## config.mk

```make
export PLATFORM = sky130hd
export DESIGN_NAME = sema_interlock
export DESIGN_NICKNAME = d
export VERILOG_FILES = /design/src/rtl/sema_pkg.sv /design/src/rtl/sema_ctrl.sv /design/src/rtl/sema_datapath.sv /design/src/rtl/sema_interlock.sv
export SDC_FILE = /design/constraint.sdc
export NUM_CORES = 1
export LEC_CHECK = 0
export ABC_CLOCK_PERIOD_IN_PS = 1900
export BUFFER_PORTS_ARGS = -buffer_cell sky130_fd_sc_hd__buf_4
export CAP_MARGIN = 20
export CORE_ASPECT_RATIO = 1.2
export CORE_MARGIN = 4
export CORE_UTILIZATION = 30
export DETAILED_ROUTE_END_ITERATION = 7
export GPL_TIMING_DRIVEN = 1
export PLACE_DENSITY_LB_ADDON = 0.08
export SLEW_MARGIN = 40
export SYNTH_ARGS = -nofsm -noshare
export SYNTH_HDL_FRONTEND = slang
export SYNTH_SLANG_ARGS = --single-unit
```

## constraint.sdc

```tcl
create_clock -name clk -period 1.9 [get_ports clk]
set_input_delay 0.285 -clock clk [delete_from_list [all_inputs] [get_ports clk]]
set_output_delay 0.285 -clock clk [all_outputs]
set_load 0.1 [all_outputs]
```

## src/rtl/sema_pkg.sv

```systemverilog
package sema_pkg;

  localparam int OP_W = 2;

  typedef enum logic [OP_W-1:0] {
    OP_TEST    = 2'd0,
    OP_SET     = 2'd1,
    OP_CLEAR   = 2'd2,
    OP_TESTSET = 2'd3
  } semaOp_e;

  // per-requester strobes from control to datapath
  typedef struct packed {
    logic act;
    logic doSet;
    logic doClr;
  } flagStrobe_t;

endpackage

```

## src/rtl/sema_ctrl.sv

```systemverilog
module sema_ctrl
  import sema_pkg::*;
#(
  parameter int NUM_PROCS = 4,
  parameter int NUM_FLAGS = 8,
  localparam int IDX_W = $clog2(NUM_FLAGS)
) (
  input  logic                       clk,
  input  logic                       rstN,
  input  logic [NUM_PROCS-1:0]       selWrEn,
  input  logic [NUM_PROCS*IDX_W-1:0] selWrData,
  input  logic [NUM_PROCS-1:0]       opValid,
  input  logic [NUM_PROCS*OP_W-1:0]  opCode,
  output flagStrobe_t                strobes [NUM_PROCS],
  output logic [NUM_PROCS*IDX_W-1:0] selFlat
);

  for (genvar p = 0; p < NUM_PROCS; p++) begin : g_req
    logic [IDX_W-1:0] selQ;
    semaOp_e          opDec;

    // supervisor-loaded flag selection
    always_ff @(posedge clk or negedge rstN) begin
      if (!rstN) begin
        selQ <= '0;
      end else if (selWrEn[p]) begin
        selQ <= selWrData[p*IDX_W +: IDX_W];
      end
    end

    assign selFlat[p*IDX_W +: IDX_W] = selQ;

    always_comb begin
      opDec = semaOp_e'(opCode[p*OP_W +: OP_W]);
      strobes[p].act   = opValid[p];
      strobes[p].doSet = opValid[p] && (opDec == OP_SET || opDec == OP_TESTSET);
      strobes[p].doClr = opValid[p] && (opDec == OP_CLEAR);
    end
  end

endmodule

```

## src/rtl/sema_datapath.sv

```systemverilog
module sema_datapath
  import sema_pkg::*;
#(
  parameter int NUM_PROCS = 4,
  parameter int NUM_FLAGS = 8,
  localparam int IDX_W = $clog2(NUM_FLAGS)
) (
  input  logic                       clk,
  input  logic                       rstN,
  input  flagStrobe_t                strobes [NUM_PROCS],
  input  logic [NUM_PROCS*IDX_W-1:0] selFlat,
  output logic [NUM_FLAGS-1:0]       flagQ,
  output logic [NUM_PROCS-1:0]       rspValid,
  output logic [NUM_PROCS-1:0]       rspBit
);

  logic [NUM_FLAGS-1:0] flagD;
  logic [NUM_PROCS-1:0] obsBit;
  logic [NUM_PROCS-1:0] actVec;

  // ascending-index serialization of same-cycle requests
  always_comb begin
    logic [NUM_FLAGS-1:0] work;
    logic [IDX_W-1:0]     idx;
    work   = flagQ;
    obsBit = '0;
    actVec = '0;
    for (int p = 0; p < NUM_PROCS; p++) begin
      idx       = selFlat[p*IDX_W +: IDX_W];
      actVec[p] = strobes[p].act;
      if (strobes[p].act) begin
        obsBit[p] = work[idx];
      end
      if (strobes[p].doSet) begin
        work[idx] = 1'b1;
      end else if (strobes[p].doClr) begin
        work[idx] = 1'b0;
      end
    end
    flagD = work;
  end

  always_ff @(posedge clk or negedge rstN) begin
    if (!rstN) begin
      flagQ    <= '0;
      rspValid <= '0;
      rspBit   <= '0;
    end else begin
      flagQ    <= flagD;
      rspValid <= actVec;
      rspBit   <= obsBit;
    end
  end

endmodule

```

## src/rtl/sema_interlock.sv

```systemverilog
module sema_interlock
  import sema_pkg::*;
#(
  parameter int NUM_PROCS = 4,
  parameter int NUM_FLAGS = 8,
  localparam int IDX_W = $clog2(NUM_FLAGS)
) (
  input  logic                       clk,
  input  logic                       rstN,
  input  logic [NUM_PROCS-1:0]       selWrEn,
  input  logic [NUM_PROCS*IDX_W-1:0] selWrData,
  input  logic [NUM_PROCS-1:0]       opValid,
  input  logic [NUM_PROCS*OP_W-1:0]  opCode,
  output logic [NUM_PROCS-1:0]       rspValid,
  output logic [NUM_PROCS-1:0]       rspBit
);

  flagStrobe_t                strobes [NUM_PROCS];
  logic [NUM_PROCS*IDX_W-1:0] selFlat;
  logic [NUM_FLAGS-1:0]       flagQ;

  sema_ctrl #(
    .NUM_PROCS(NUM_PROCS),
    .NUM_FLAGS(NUM_FLAGS)
  ) u_ctrl (
    .clk      (clk),
    .rstN     (rstN),
    .selWrEn  (selWrEn),
    .selWrData(selWrData),
    .opValid  (opValid),
    .opCode   (opCode),
    .strobes  (strobes),
    .selFlat  (selFlat)
  );

  sema_datapath #(
    .NUM_PROCS(NUM_PROCS),
    .NUM_FLAGS(NUM_FLAGS)
  ) u_dp (
    .clk     (clk),
    .rstN    (rstN),
    .strobes (strobes),
    .selFlat (selFlat),
    .flagQ   (flagQ),
    .rspValid(rspValid),
    .rspBit  (rspBit)
  );

endmodule

```

==> results.toml <==
[yosys]
synthTopCellsByCount = "nand2_1 (31), dfrtp_1 (28), nor2_1 (17), o21ai_0 (17), mux2_2 (10)"
synth_ff_type = "dfrtp_1"
synthArstFlopShare_pct = 100
syn_inst = 220
synth_top_area_cell = "dfrtp_1"
post-synth-top-area-fraction_pct = 36.2
synth_edf_count = 0
yosys-top-cells-area = "dfrtp_1 (36%), nand2_1 (6.0%), mux2_2 (5.8%)"
synth_fp_nets = 250
yosysMostFrequentCell = "nand2_1"
yosys_warnings = 0
synth_seq_cells = 28
synth-seq-area-share_pct = 36.2
avgSynthCellArea_um2 = 8.80
synthesis.area_um2 = 1940
yosysUniqueCellTypes = 51

[global_route]
globalRouteTotalUtil_pct = 16.9
grt_pass1_vias = 1979
gr-usage-met2_pct = 30.4
grtUsageMet1_pct = 21.1
grt_pass1_wl_um = 10100
grt_max_degree = 29
use_met3_pct = 1.87
antenna_found_initial = 0
grt_overflow_total = 0
grt.busiest_layer = "met2"

[worst_setup_path]
cp.arrival_ns = 2.17
worstSetupPathType = "reg -> reg"
cp-start-kind = "flip-flop"
endpoint_kind = "flip-flop"
reg2reg_slack_ns = -0.08
cp.required_ns = 2.09
cp_max_fo = 4

[sta]
tightestPinTransition_ns = 0.439
setup_viol = 4
relSlewSlack_pct = 70.6
rsz0062_at_grt = "true"
setup_ws_ns = -0.0756
skew_ns = 0.0122
finalHoldViolCount = 0
period_needed_ns = 1.98
report.final.slew_viol_count = 0
fin_tns_setup_ns = -0.199
period_share_pct = 104
fmax_ghz = 0.506

[clocking]
cts_tree = "built"
cts_num_sinks = 28
cts_root_buffer = "clkbuf_8"
h-tree-depth = 1
clock_path_buffers = 2
numCtsBuffers = 3
cts.clk_slew.worst_paths_ns = 0.11
clk_latency_ns = 0.29

[power_and_ir_drop]
finalPower_mw = 2.46
switching_power_uw = 948
power.leakage_nw = 1.14
p_comb_share_pct = 48.1
power_frac_seq_pct = 31.9
switching_share_pct = 38.5
pwr_density_cell_nw_per_um2 = 897
clockPowerShare_pct = 20.0
p_int_mw = 1.52
worst_ir_drop_vdd_uv = 327

[floorplan]
start_util_pct = 31.4
io_pins = 38
core-area_um2 = 6170
die_y_um = 96.0
placementRows = 31
dieArea_um2 = 7810
die_w_um = 81.4

[status]
outcome = "finished with violations"
violations = "setup timing"

[detailed_routing]
post-route-drc-count = 0
num_vias = 1994
routed_via_density = 5.30
wl_um = 6090
post_drt_wl_per_cell_um = 16.2
drtIter0Drc = 128
ant_nets = 0
drt_first_pass_iters = 4

[flow_run]
maxCapViolations = 0

[cells_and_area]
final_cells = 376
final_nets = 325
finalInstanceArea_um2 = 2750
layout-drive-gt1-share_pct = 38.4
areaGrowthSynthToFinish_pct = 41.9
antenna_cells = 0

[placement]
dp_cells = 369
port_buffers = 37
place_hpwl_um = 4890
dpl_cell_area_um2 = 2570
gp_congestion = 0.844

[hold_path]
hp-class = "in -> reg"
power groups by stage:
| stage | Sequential (mW) | Combinational, mW | Clock, mW |
|---|---|---|---|
| 2_1_floorplan | 0.956 | 0.484 | 0 |
| 5_1_grt | 0.804 | 1.28 | 0.522 |
| 4_1_cts | 0.788 | 1.14 | 0.504 |
| 3_5_place_dp | 0.800 | 1.09 | 0 |
| 6_report | 0.787 | 1.18 | 0.493 |
| 3_3_place_gp | 0.798 | 1.10 | 0 |
worst max-delay path, stage by stage, from the launching register on:
cell and delay (ns):
dfrtp_1 0.42, or3b_4 0.42, o21a_1 0.21, o21bai_4 0.17, mux4_2 0.45, o211a_1 0.21
registers in the layout, summed over array words and instances, names as in the netlist:
| register | count |
|---|---|
| u_ctrl.g_req.selQ | 12 |
| u_dp.flagQ | 8 |
| u_dp.rspBit | 4 |
| u_dp.rspValid | 4 |
cell usage in the layout (no fill, tap or decap), types with 6 or more instances in the layout:
cell type and instances:
o21ai_0 10, nand3_1 8, nand2b_1 8, buf_4 77, nor3_1 7, nand2_1 31
nor2_1 17, dfrtp_1 28, mux2_2 10, o211ai_1 6
per-layer routing:
metal  routed length (µm)  vias up  part of all wire, %
met4                   84        0                  1.4
li1                     -      988                    -
met3                  207        6                  3.4
met1                 2620      957                   43
met5                    0        -                    0
met2                 3180       43                   52
metrics by stage:
stage	hold WS [ns]	util [%]	setup WS [ns]
4_1_cts	0.128	43.9	-0.0547
3_5_place_dp	0.243	41.7	-0.136
3_3_place_gp	0.237	41.7	-0.119
2_1_floorplan	-0.0106	-	-0.0238
5_1_grt	0.130	44.6	-0.126
6_report	0.135	44.6	-0.0756
layout make-up:
type                       instances  area (µm²)
inverter                           3        11.3
fill                             619        3420
clock buffer                       3        41.3
clock inverter                     1        30.0
tap                               82         103
multi-input combinational        181        1270
sequential                        28         701
timing repair buffer              78         588
final timing paths:
path                                          from                 endpoint  depth (start not counted)
setup / recovery           u_ctrl.g_req[0].selQ[0]           u_dp.rspBit[1]                          5
hold / removal                          opValid[0]         u_dp.rspValid[0]                          1
setup reg to reg           u_ctrl.g_req[0].selQ[0]           u_dp.rspBit[1]                          5
hold reg to reg            u_ctrl.g_req[3].selQ[1]            u_dp.flagQ[1]                          2
max in group asynchronous                     rstN            u_dp.flagQ[3]                          2
min in group asynchronous                     rstN  u_ctrl.g_req[1].selQ[0]                          2
cell families after synthesis:
logic type	Yosys count	share of synthesized area, %
DFF	28	36.2
AOI/OAI and AO/OA	64	23.3
and+or+nand+nor	103	28.2
buffers and inverters	11	2.13
muxes	14	10.2
repair_timing:
action | CTS | global route
endpoints found under the hold margin | 28 | 0
resized for setup | 10 | 15
cloned | 0 | 0
pin swaps | 4 | 3
hold buffers | 1 | 0
setup buffers | 1 | 1
endpoints found under the setup margin | 3 | 7
Power figures use the tool's default switching activity.
